`config.mk`:
```
export PLATFORM = sky130hd
export DESIGN_NAME = trig_hit_buffer
export DESIGN_NICKNAME = d
export VERILOG_FILES = /design/src/rtl/hitbuf_pkg.sv /design/src/rtl/hitbuf_dpath.sv /design/src/rtl/hitbuf_ctl.sv /design/src/rtl/trig_hit_buffer.sv
export SDC_FILE = /design/constraint.sdc
export NUM_CORES = 2
export LEC_CHECK = 0
export BUFFER_PORTS_ARGS = -buffer_cell sky130_fd_sc_hd__buf_2
export CORE_MARGIN = 1
export CORE_UTILIZATION = 64
export CTS_CLUSTER_SIZE = 40
export DETAILED_ROUTE_END_ITERATION = 8
export GPL_ROUTABILITY_DRIVEN = 0
export PLACE_DENSITY = 0.81
export SYNTH_ARGS = -nofsm -noshare
export SYNTH_HDL_FRONTEND = slang
export SYNTH_SLANG_ARGS = --single-unit
```
`constraint.sdc`:
```
create_clock -name clk -period 28.6 [get_ports clk]
set_input_delay 1.43 -clock clk [delete_from_list [all_inputs] [get_ports clk]]
set_output_delay 1.43 -clock clk [all_outputs]
set_load 0.02 [all_outputs]
```
`src/rtl/hitbuf_pkg.sv`:
```
package hitbuf_pkg;

  typedef enum logic [1:0] {
    TK_IDLE,
    TK_READ,
    TK_PASS
  } tokState_t;

  // Strobes from control to the data pool.
  typedef struct packed {
    logic store;   // write incoming hit into the first free slot
    logic pop;     // free the slot currently presented for readout
    logic purge;   // free every slot linked to purgeTs
  } dpStrobe_t;

endpackage

```
`src/rtl/hitbuf_dpath.sv`:
```
module hitbuf_dpath
  import hitbuf_pkg::*;
#(
  parameter int DATA_DEPTH = 32,
  parameter int TS_IDX_W   = 4,
  parameter int ADDR_W     = 9,
  parameter int PH_W       = 8
) (
  input  logic                clk,
  input  logic                rstN,
  input  dpStrobe_t           strobe,
  input  logic [TS_IDX_W-1:0] wrTs,
  input  logic [TS_IDX_W-1:0] purgeTs,
  input  logic [TS_IDX_W-1:0] selTs,
  input  logic [ADDR_W-1:0]   hitAddr,
  input  logic [PH_W-1:0]     hitPh,
  output logic                dataFree,
  output logic                rdFound,
  output logic [ADDR_W-1:0]   rdAddr,
  output logic [PH_W-1:0]     rdPh
);

  localparam int D_IDX_W = (DATA_DEPTH > 1) ? $clog2(DATA_DEPTH) : 1;

  logic                slotUsed [DATA_DEPTH];
  logic [TS_IDX_W-1:0] slotTs   [DATA_DEPTH];
  logic [ADDR_W-1:0]   slotAddr [DATA_DEPTH];
  logic [PH_W-1:0]     slotPh   [DATA_DEPTH];
  logic [D_IDX_W-1:0]  freeIdx, rdIdx;

  // Lowest free slot and lowest used slot linked to the selected timestamp.
  always_comb begin
    dataFree = 1'b0;
    freeIdx  = '0;
    rdFound  = 1'b0;
    rdIdx    = '0;
    for (int i = DATA_DEPTH - 1; i >= 0; i--) begin
      if (!slotUsed[i]) begin
        dataFree = 1'b1;
        freeIdx  = D_IDX_W'(i);
      end
      if (slotUsed[i] && slotTs[i] == selTs) begin
        rdFound = 1'b1;
        rdIdx   = D_IDX_W'(i);
      end
    end
  end

  assign rdAddr = slotAddr[rdIdx];
  assign rdPh   = slotPh[rdIdx];

  always_ff @(posedge clk or negedge rstN) begin
    if (!rstN) begin
      for (int i = 0; i < DATA_DEPTH; i++) begin
        slotUsed[i] <= 1'b0;
        slotTs[i]   <= '0;
        slotAddr[i] <= '0;
        slotPh[i]   <= '0;
      end
    end else begin
      for (int i = 0; i < DATA_DEPTH; i++) begin
        if (strobe.store && freeIdx == D_IDX_W'(i)) begin
          slotUsed[i] <= 1'b1;
          slotTs[i]   <= wrTs;
          slotAddr[i] <= hitAddr;
          slotPh[i]   <= hitPh;
        end else if ((strobe.pop && rdIdx == D_IDX_W'(i)) ||
                     (strobe.purge && slotTs[i] == purgeTs)) begin
          slotUsed[i] <= 1'b0;
        end
      end
    end
  end

  AST_STORE_HAS_ROOM: assert property (@(posedge clk) disable iff (!rstN)
    strobe.store |-> dataFree);
  AST_POP_HAS_ENTRY: assert property (@(posedge clk) disable iff (!rstN)
    strobe.pop |-> rdFound);

endmodule

```
`src/rtl/hitbuf_ctl.sv`:
```
module hitbuf_ctl
  import hitbuf_pkg::*;
#(
  parameter int TS_DEPTH   = 12,
  parameter int DATA_DEPTH = 32,
  parameter int LATENCY    = 128,
  parameter int BC_W       = 8,
  parameter int CNT_W      = 16,
  parameter int TS_IDX_W   = 4
) (
  input  logic                clk,
  input  logic                rstN,
  input  logic                bxTick,
  input  logic                hitValid,
  input  logic                trigger,
  input  logic                tokenIn,
  input  logic                dataFree,
  input  logic                rdFound,
  output dpStrobe_t           strobe,
  output logic [TS_IDX_W-1:0] wrTs,
  output logic [TS_IDX_W-1:0] purgeTs,
  output logic [TS_IDX_W-1:0] selTs,
  output logic                tokenOut,
  output logic                outValid,
  output logic [BC_W-1:0]     outStamp,
  output logic [CNT_W-1:0]    tsLossCount,
  output logic [CNT_W-1:0]    dataLossCount
);

  localparam int             HIT_W  = $clog2(DATA_DEPTH + 1);
  localparam logic [BC_W-1:0] LAT_BC = BC_W'(LATENCY);

  logic [BC_W-1:0]     bcCount;
  logic                tsUsed  [TS_DEPTH];
  logic                tsTrig  [TS_DEPTH];
  logic [BC_W-1:0]     tsStamp [TS_DEPTH];
  logic [HIT_W-1:0]    tsHits  [TS_DEPTH];
  logic [BC_W-1:0]     age     [TS_DEPTH];
  logic                atDecision [TS_DEPTH];
  logic [TS_IDX_W-1:0] curTs, tsFreeIdx, oldIdx;
  logic [BC_W-1:0]     oldAge;
  logic                curOpen, tsFreeAny, expireAny, trigAny;
  logic                tsBlock, dataBlock, doStore, doPurge, doPop;
  tokState_t           state;

  always_comb begin
    tsFreeAny = 1'b0;
    tsFreeIdx = '0;
    expireAny = 1'b0;
    purgeTs   = '0;
    for (int k = TS_DEPTH - 1; k >= 0; k--) begin
      age[k]        = bcCount - tsStamp[k];
      atDecision[k] = tsUsed[k] && (age[k] == LAT_BC);
      if (!tsUsed[k]) begin
        tsFreeAny = 1'b1;
        tsFreeIdx = TS_IDX_W'(k);
      end
      if (atDecision[k] && !tsTrig[k]) begin
        expireAny = 1'b1;
        purgeTs   = TS_IDX_W'(k);
      end
    end
    // Oldest marked entry goes out first.
    trigAny = 1'b0;
    oldIdx  = '0;
    oldAge  = '0;
    for (int k = 0; k < TS_DEPTH; k++) begin
      if (tsUsed[k] && tsTrig[k] && (!trigAny || age[k] > oldAge)) begin
        trigAny = 1'b1;
        oldIdx  = TS_IDX_W'(k);
        oldAge  = age[k];
      end
    end
  end

  assign tsBlock   = hitValid && !curOpen && !tsFreeAny;
  assign dataBlock = hitValid && !tsBlock && !dataFree;
  assign doStore   = hitValid && !tsBlock && dataFree;
  assign wrTs      = curOpen ? curTs : tsFreeIdx;
  assign doPurge   = bxTick && expireAny && !trigger;
  assign doPop     = (state == TK_READ);

  assign strobe   = '{store: doStore, pop: doPop, purge: doPurge};
  assign tokenOut = (state == TK_PASS);
  assign outValid = (state == TK_READ);
  assign outStamp = tsStamp[selTs];

  always_ff @(posedge clk or negedge rstN) begin
    if (!rstN) begin
      bcCount       <= '0;
      curOpen       <= 1'b0;
      curTs         <= '0;
      selTs         <= '0;
      state         <= TK_IDLE;
      tsLossCount   <= '0;
      dataLossCount <= '0;
      for (int k = 0; k < TS_DEPTH; k++) begin
        tsUsed[k]  <= 1'b0;
        tsTrig[k]  <= 1'b0;
        tsStamp[k] <= '0;
        tsHits[k]  <= '0;
      end
    end else begin
      if (bxTick) bcCount <= bcCount + 1'b1;

      if (bxTick) curOpen <= 1'b0;
      else if (doStore && !curOpen) begin
        curOpen <= 1'b1;
        curTs   <= tsFreeIdx;
      end

      for (int k = 0; k < TS_DEPTH; k++) begin
        if (doStore && wrTs == TS_IDX_W'(k)) begin
          if (!curOpen) begin
            tsUsed[k]  <= 1'b1;
            tsTrig[k]  <= 1'b0;
            tsStamp[k] <= bcCount;
            tsHits[k]  <= HIT_W'(1);
          end else begin
            tsHits[k] <= tsHits[k] + 1'b1;
          end
        end else if (doPurge && purgeTs == TS_IDX_W'(k)) begin
          tsUsed[k] <= 1'b0;
        end else if (doPop && selTs == TS_IDX_W'(k)) begin
          tsHits[k] <= tsHits[k] - 1'b1;
          if (tsHits[k] == HIT_W'(1)) tsUsed[k] <= 1'b0;
        end
        if (trigger && atDecision[k]) tsTrig[k] <= 1'b1;
      end

      case (state)
        TK_IDLE: if (tokenIn) begin
          if (trigAny) begin
            state <= TK_READ;
            selTs <= oldIdx;
          end else begin
            state <= TK_PASS;
          end
        end
        TK_READ: if (tsHits[selTs] == HIT_W'(1)) state <= TK_PASS;
        default: state <= TK_IDLE;
      endcase

      if (tsBlock && tsLossCount != '1) tsLossCount <= tsLossCount + 1'b1;
      if (dataBlock && dataLossCount != '1) dataLossCount <= dataLossCount + 1'b1;
    end
  end

  AST_READ_HAS_DATA: assert property (@(posedge clk) disable iff (!rstN)
    outValid |-> rdFound);
  AST_STAMP_STEADY: assert property (@(posedge clk) disable iff (!rstN)
    (outValid && $past(outValid)) |-> $stable(outStamp));
  AST_TS_LOSS_WHEN_FULL: assert property (@(posedge clk) disable iff (!rstN)
    (tsLossCount != $past(tsLossCount)) |-> $past(!tsFreeAny && hitValid));
  AST_DATA_LOSS_WHEN_FULL: assert property (@(posedge clk) disable iff (!rstN)
    (dataLossCount != $past(dataLossCount)) |-> $past(!dataFree));
  AST_TOKEN_ONE_CYCLE: assert property (@(posedge clk) disable iff (!rstN)
    tokenOut |=> !tokenOut);

endmodule

```
`src/rtl/trig_hit_buffer.sv`:
```
module trig_hit_buffer
  import hitbuf_pkg::*;
#(
  parameter int DATA_DEPTH = 32,
  parameter int TS_DEPTH   = 12,
  parameter int LATENCY    = 128,
  parameter int BC_W       = 8,
  parameter int ADDR_W     = 9,
  parameter int PH_W       = 8,
  parameter int CNT_W      = 16
) (
  input  logic              clk,
  input  logic              rstN,
  input  logic              bxTick,
  input  logic              hitValid,
  input  logic [ADDR_W-1:0] hitAddr,
  input  logic [PH_W-1:0]   hitPh,
  input  logic              trigger,
  input  logic              tokenIn,
  output logic              tokenOut,
  output logic              outValid,
  output logic [BC_W-1:0]   outStamp,
  output logic [ADDR_W-1:0] outAddr,
  output logic [PH_W-1:0]   outPh,
  output logic [CNT_W-1:0]  tsLossCount,
  output logic [CNT_W-1:0]  dataLossCount
);

  localparam int TS_IDX_W = (TS_DEPTH > 1) ? $clog2(TS_DEPTH) : 1;

  dpStrobe_t           strobe;
  logic [TS_IDX_W-1:0] wrTs, purgeTs, selTs;
  logic                dataFree, rdFound;

  hitbuf_ctl #(
    .TS_DEPTH(TS_DEPTH), .DATA_DEPTH(DATA_DEPTH), .LATENCY(LATENCY),
    .BC_W(BC_W), .CNT_W(CNT_W), .TS_IDX_W(TS_IDX_W)
  ) i_ctl (
    .clk(clk), .rstN(rstN), .bxTick(bxTick), .hitValid(hitValid),
    .trigger(trigger), .tokenIn(tokenIn), .dataFree(dataFree), .rdFound(rdFound),
    .strobe(strobe), .wrTs(wrTs), .purgeTs(purgeTs), .selTs(selTs),
    .tokenOut(tokenOut), .outValid(outValid), .outStamp(outStamp),
    .tsLossCount(tsLossCount), .dataLossCount(dataLossCount)
  );

  hitbuf_dpath #(
    .DATA_DEPTH(DATA_DEPTH), .TS_IDX_W(TS_IDX_W), .ADDR_W(ADDR_W), .PH_W(PH_W)
  ) i_dpath (
    .clk(clk), .rstN(rstN), .strobe(strobe), .wrTs(wrTs), .purgeTs(purgeTs),
    .selTs(selTs), .hitAddr(hitAddr), .hitPh(hitPh), .dataFree(dataFree),
    .rdFound(rdFound), .rdAddr(outAddr), .rdPh(outPh)
  );

endmodule

```
==> summary.txt <==
CTS
  • Worst-Skew Late Latency: 0.72 ns
  • Root Buffer: clkbuf_16
  • Post-CTS Repair Setup Buffers: 0
  • CTS clock-pin slew for the worst setup and hold paths: ~0.07 ns
  • Max clock buf depth: 3
  • CTS Sinks: about 950
  • # hold bufs at CTS: 0
  • TritonCTS clock tree: done
  • Post-CTS Resized: 0
  • H-tree depth: 3
  • CTS Buf Count: just under 100

Floorplan
  • Core Region: slightly below 90000 um^2
  • # IOs: 82
  • Placement Rows: roughly 110
  • Die area: around 90000 um^2
  • Die X: around 300 um
  • Initial Util: 0.650
  • Die Span Y: approximately 300 um

Route
  • Post-route DRC: 0
  • WL/cell: around 26 um
  • Vias per cell: around 6.9
  • Vias: just under 50000
  • Number of nets still failing antenna checks after routing: 0
  • Initial drt markers: ~5800
  • DRT Pass-1 Iters: 7
  • Total Wirelength: 180000 um

Placed design
  • Post-Place Worst Slack: 3.93 ns
  • DP HPWL: ~120000 um
  • I/O Buffers: 81

Timing
  • Worst slew margin: 0.111
  • Worst Tran Pin Value: approximately 1.3 ns
  • Final Slew Violations: 0
  • Final hold violation count: 0
  • Final Critical Period: around 26 ns
  • Final Worst Setup Slack: just under 3 ns
  • Setup tns final: 0 ns
  • Max frequency: roughly 0.04 GHz
  • Tcrit/Tclk final: 0.896
  • RSZ-0062 raised after global routing: no
  • Final setup violation count: 0
  • Final hold slack: 0.468 ns
  • Layout Skew: between 0.05 and 0.06 ns

Global routing
  • Vias in the first global route: roughly 48000
  • First-pass GRT wire length: around 280000 um
  • Overall Global Routing Usage: 0.399
  • Overflow after GRT: 0
  • Initial antenna violation count: 6
  • Largest net degree at the start of global routing: roughly 160

Cells and area
  • Area of the multi-input gates: slightly above 30000 um^2
  • Fillers: ~6300
  • Final net count: roughly 6000
  • Most frequent cells in the layout: dfrtp_1, nand2_1, mux2_2
  • Share of cells above drive strength 1: 0.179
  • Commonest non-fill, non-tap cell in the layout: dfrtp_1
  • FF/Latch Area: about 24000 um^2
  • Area Growth Syn to Fin: 8.69%
  • Finished Core Util: 0.707

Synthesis
  • Post-synthesis sequential area ratio: 0.418
  • Synth Register Bits: 947
  • Area fraction in compound gates after synthesis: 0.156
  • Cell Area, Synth: between 50000 and 60000 um^2
  • Synth async-reset ratio: 1.00
  • Post-synth EDFFs: 0
  • Area leader, netlist: dfrtp_1
  • Syn Nets: roughly 6100
  • Primary FF master, synth: dfrtp_1
  • Post-synthesis mux area share: 0.142
  • Cell variety after synth: 103
  • Post-synthesis cell count: roughly 5800
  • Simple-gate portion of the synthesized area: 0.139
  • Synth Warn #: 0
  • Syn_area_per_cell: 9.72 um^2
  • Post-synthesis xor/xnor area fraction: 0.0525
  • Top cells by area, synth: dfrtp_1, mux2_2, ha_1
  • Share of the synthesized area in the top cell type: 0.418
  • Main combinational cell family by area after synthesis: compound AO/OA/AOI/OAI gates
  • Adder-cell share of the synthesized area: 0.0507

Flow run
  • MaxCap Viol Count: 0

Critical path
  • Slowest cell on crit path: o21bai_1
  • Worst path depth: ~110
  • CP required: just under 30 ns
  • Crit path max-delay family: compound AO/OA/AOI/OAI gates
  • CP Launch Type: register
  • Worst reg2reg path depth: between 100 and 150
  • CP dominant cell by count: o21ai_0
  • CP max FO: 22
  • CP max stage delay: ~0.91 ns
  • Arr. time, crit path: about 26 ns
  • Worst path bufs/invs: 6
  • CP endpoint kind: register
  • Crit Path Class: register to register

Outcome
  • Status: finished, final reports clean

Min path
  • Worst min path class: register to register
  • Hold path depth: 2
-- flip-flops by register name, indices dropped and copies added (netlist names), 16 cells and up --
name,cells
i_ctl.tsStamp,96
i_dpath.slotTs,128
i_ctl.tsLossCount,16
i_dpath.slotPh,256
i_ctl.tsHits,72
i_dpath.slotUsed,32
i_dpath.slotAddr,288
i_ctl.dataLossCount,16
-- tightest hold or removal path, stage by stage, from the launching register on --
cell and delay [ns]:
dfrtp_1 0.34, nand2_1 0.05, nand2_1 0.05
-- Yosys cell counts, drive strengths merged (20+ instances only) --
cell,n
a221oi,53
or3,30
nand2b,49
ha,211
a21oi,305
o211ai,53
buf,99
xor2,193
nor3,128
o221ai,23
o21a,70
a22oi,44
mux2,560
nor2,296
o21ai,354
nor2b,43
and3,33
nand4,66
nor4,57
mux4,27
nand2,689
a21o,59
mux2i,115
and2,23
a211oi,35
a31oi,54
dfrtp,947
o22ai,64
clkbuf,272
inv,218
a21boi,20
nand3,160
or4,31
or2,20
xnor2,147
-- per-layer routing --
metal  track usage  routed length [um]
met1         0.512               66700
met2         0.606               79500
met3        0.0890               19900
met4         0.272               13900
met5             0                  92
-- worst paths after layout --
path	start	end	slack [ns]
max reg2reg	i_ctl.bcCount[0]$_DFFE_PN0P_	i_ctl.selTs[2]$_DFFE_PN0P_	2.96
min reg2reg	i_dpath.slotAddr[109]$_DFFE_PN0P_	i_dpath.slotAddr[109]$_DFFE_PN0P_	0.47
max	i_ctl.bcCount[0]$_DFFE_PN0P_	i_ctl.selTs[2]$_DFFE_PN0P_	2.96
max in group asynchronous	rstN	i_dpath.slotAddr[226]$_DFFE_PN0P_	23.23
min in group asynchronous	rstN	i_ctl.tsStamp[94]$_DFFE_PN0P_	0.79
min	i_dpath.slotAddr[109]$_DFFE_PN0P_	i_dpath.slotAddr[109]$_DFFE_PN0P_	0.47
-- cell type report --
cell class / instances / area share
multi-input combinational: 4302 / 0.502
sequential: 947 / 0.384
clock buffer: 134 / 0.0450
tap: 1155 / 0.0234
timing repair buffer: 202 / 0.0219
inverter: 219 / 0.0133
clock inverter: 44 / 0.00996
antenna: 1 / 0.0000406
-- logic make-up after synthesis --
| kind of cell | after synthesis |
|---|---|
| simple gates | 1679 |
| compound gates | 1358 |
| flops | 947 |
| mux | 702 |
| buf+inv | 590 |
| xor+xnor | 340 |
| fa+ha+maj | 223 |
-- through the flow --
step                std cells  cell area (um^2)
global route             7004             61700
finish                   7004             61700
floorplan                5839             56800
detailed placement       6825             58300
global placement         6825             58300
CTS                      7003             61700
Power is left out: the tool's default activity adds up to more than one toggle a clock period on the data nets, which glitch-free logic cannot reach.
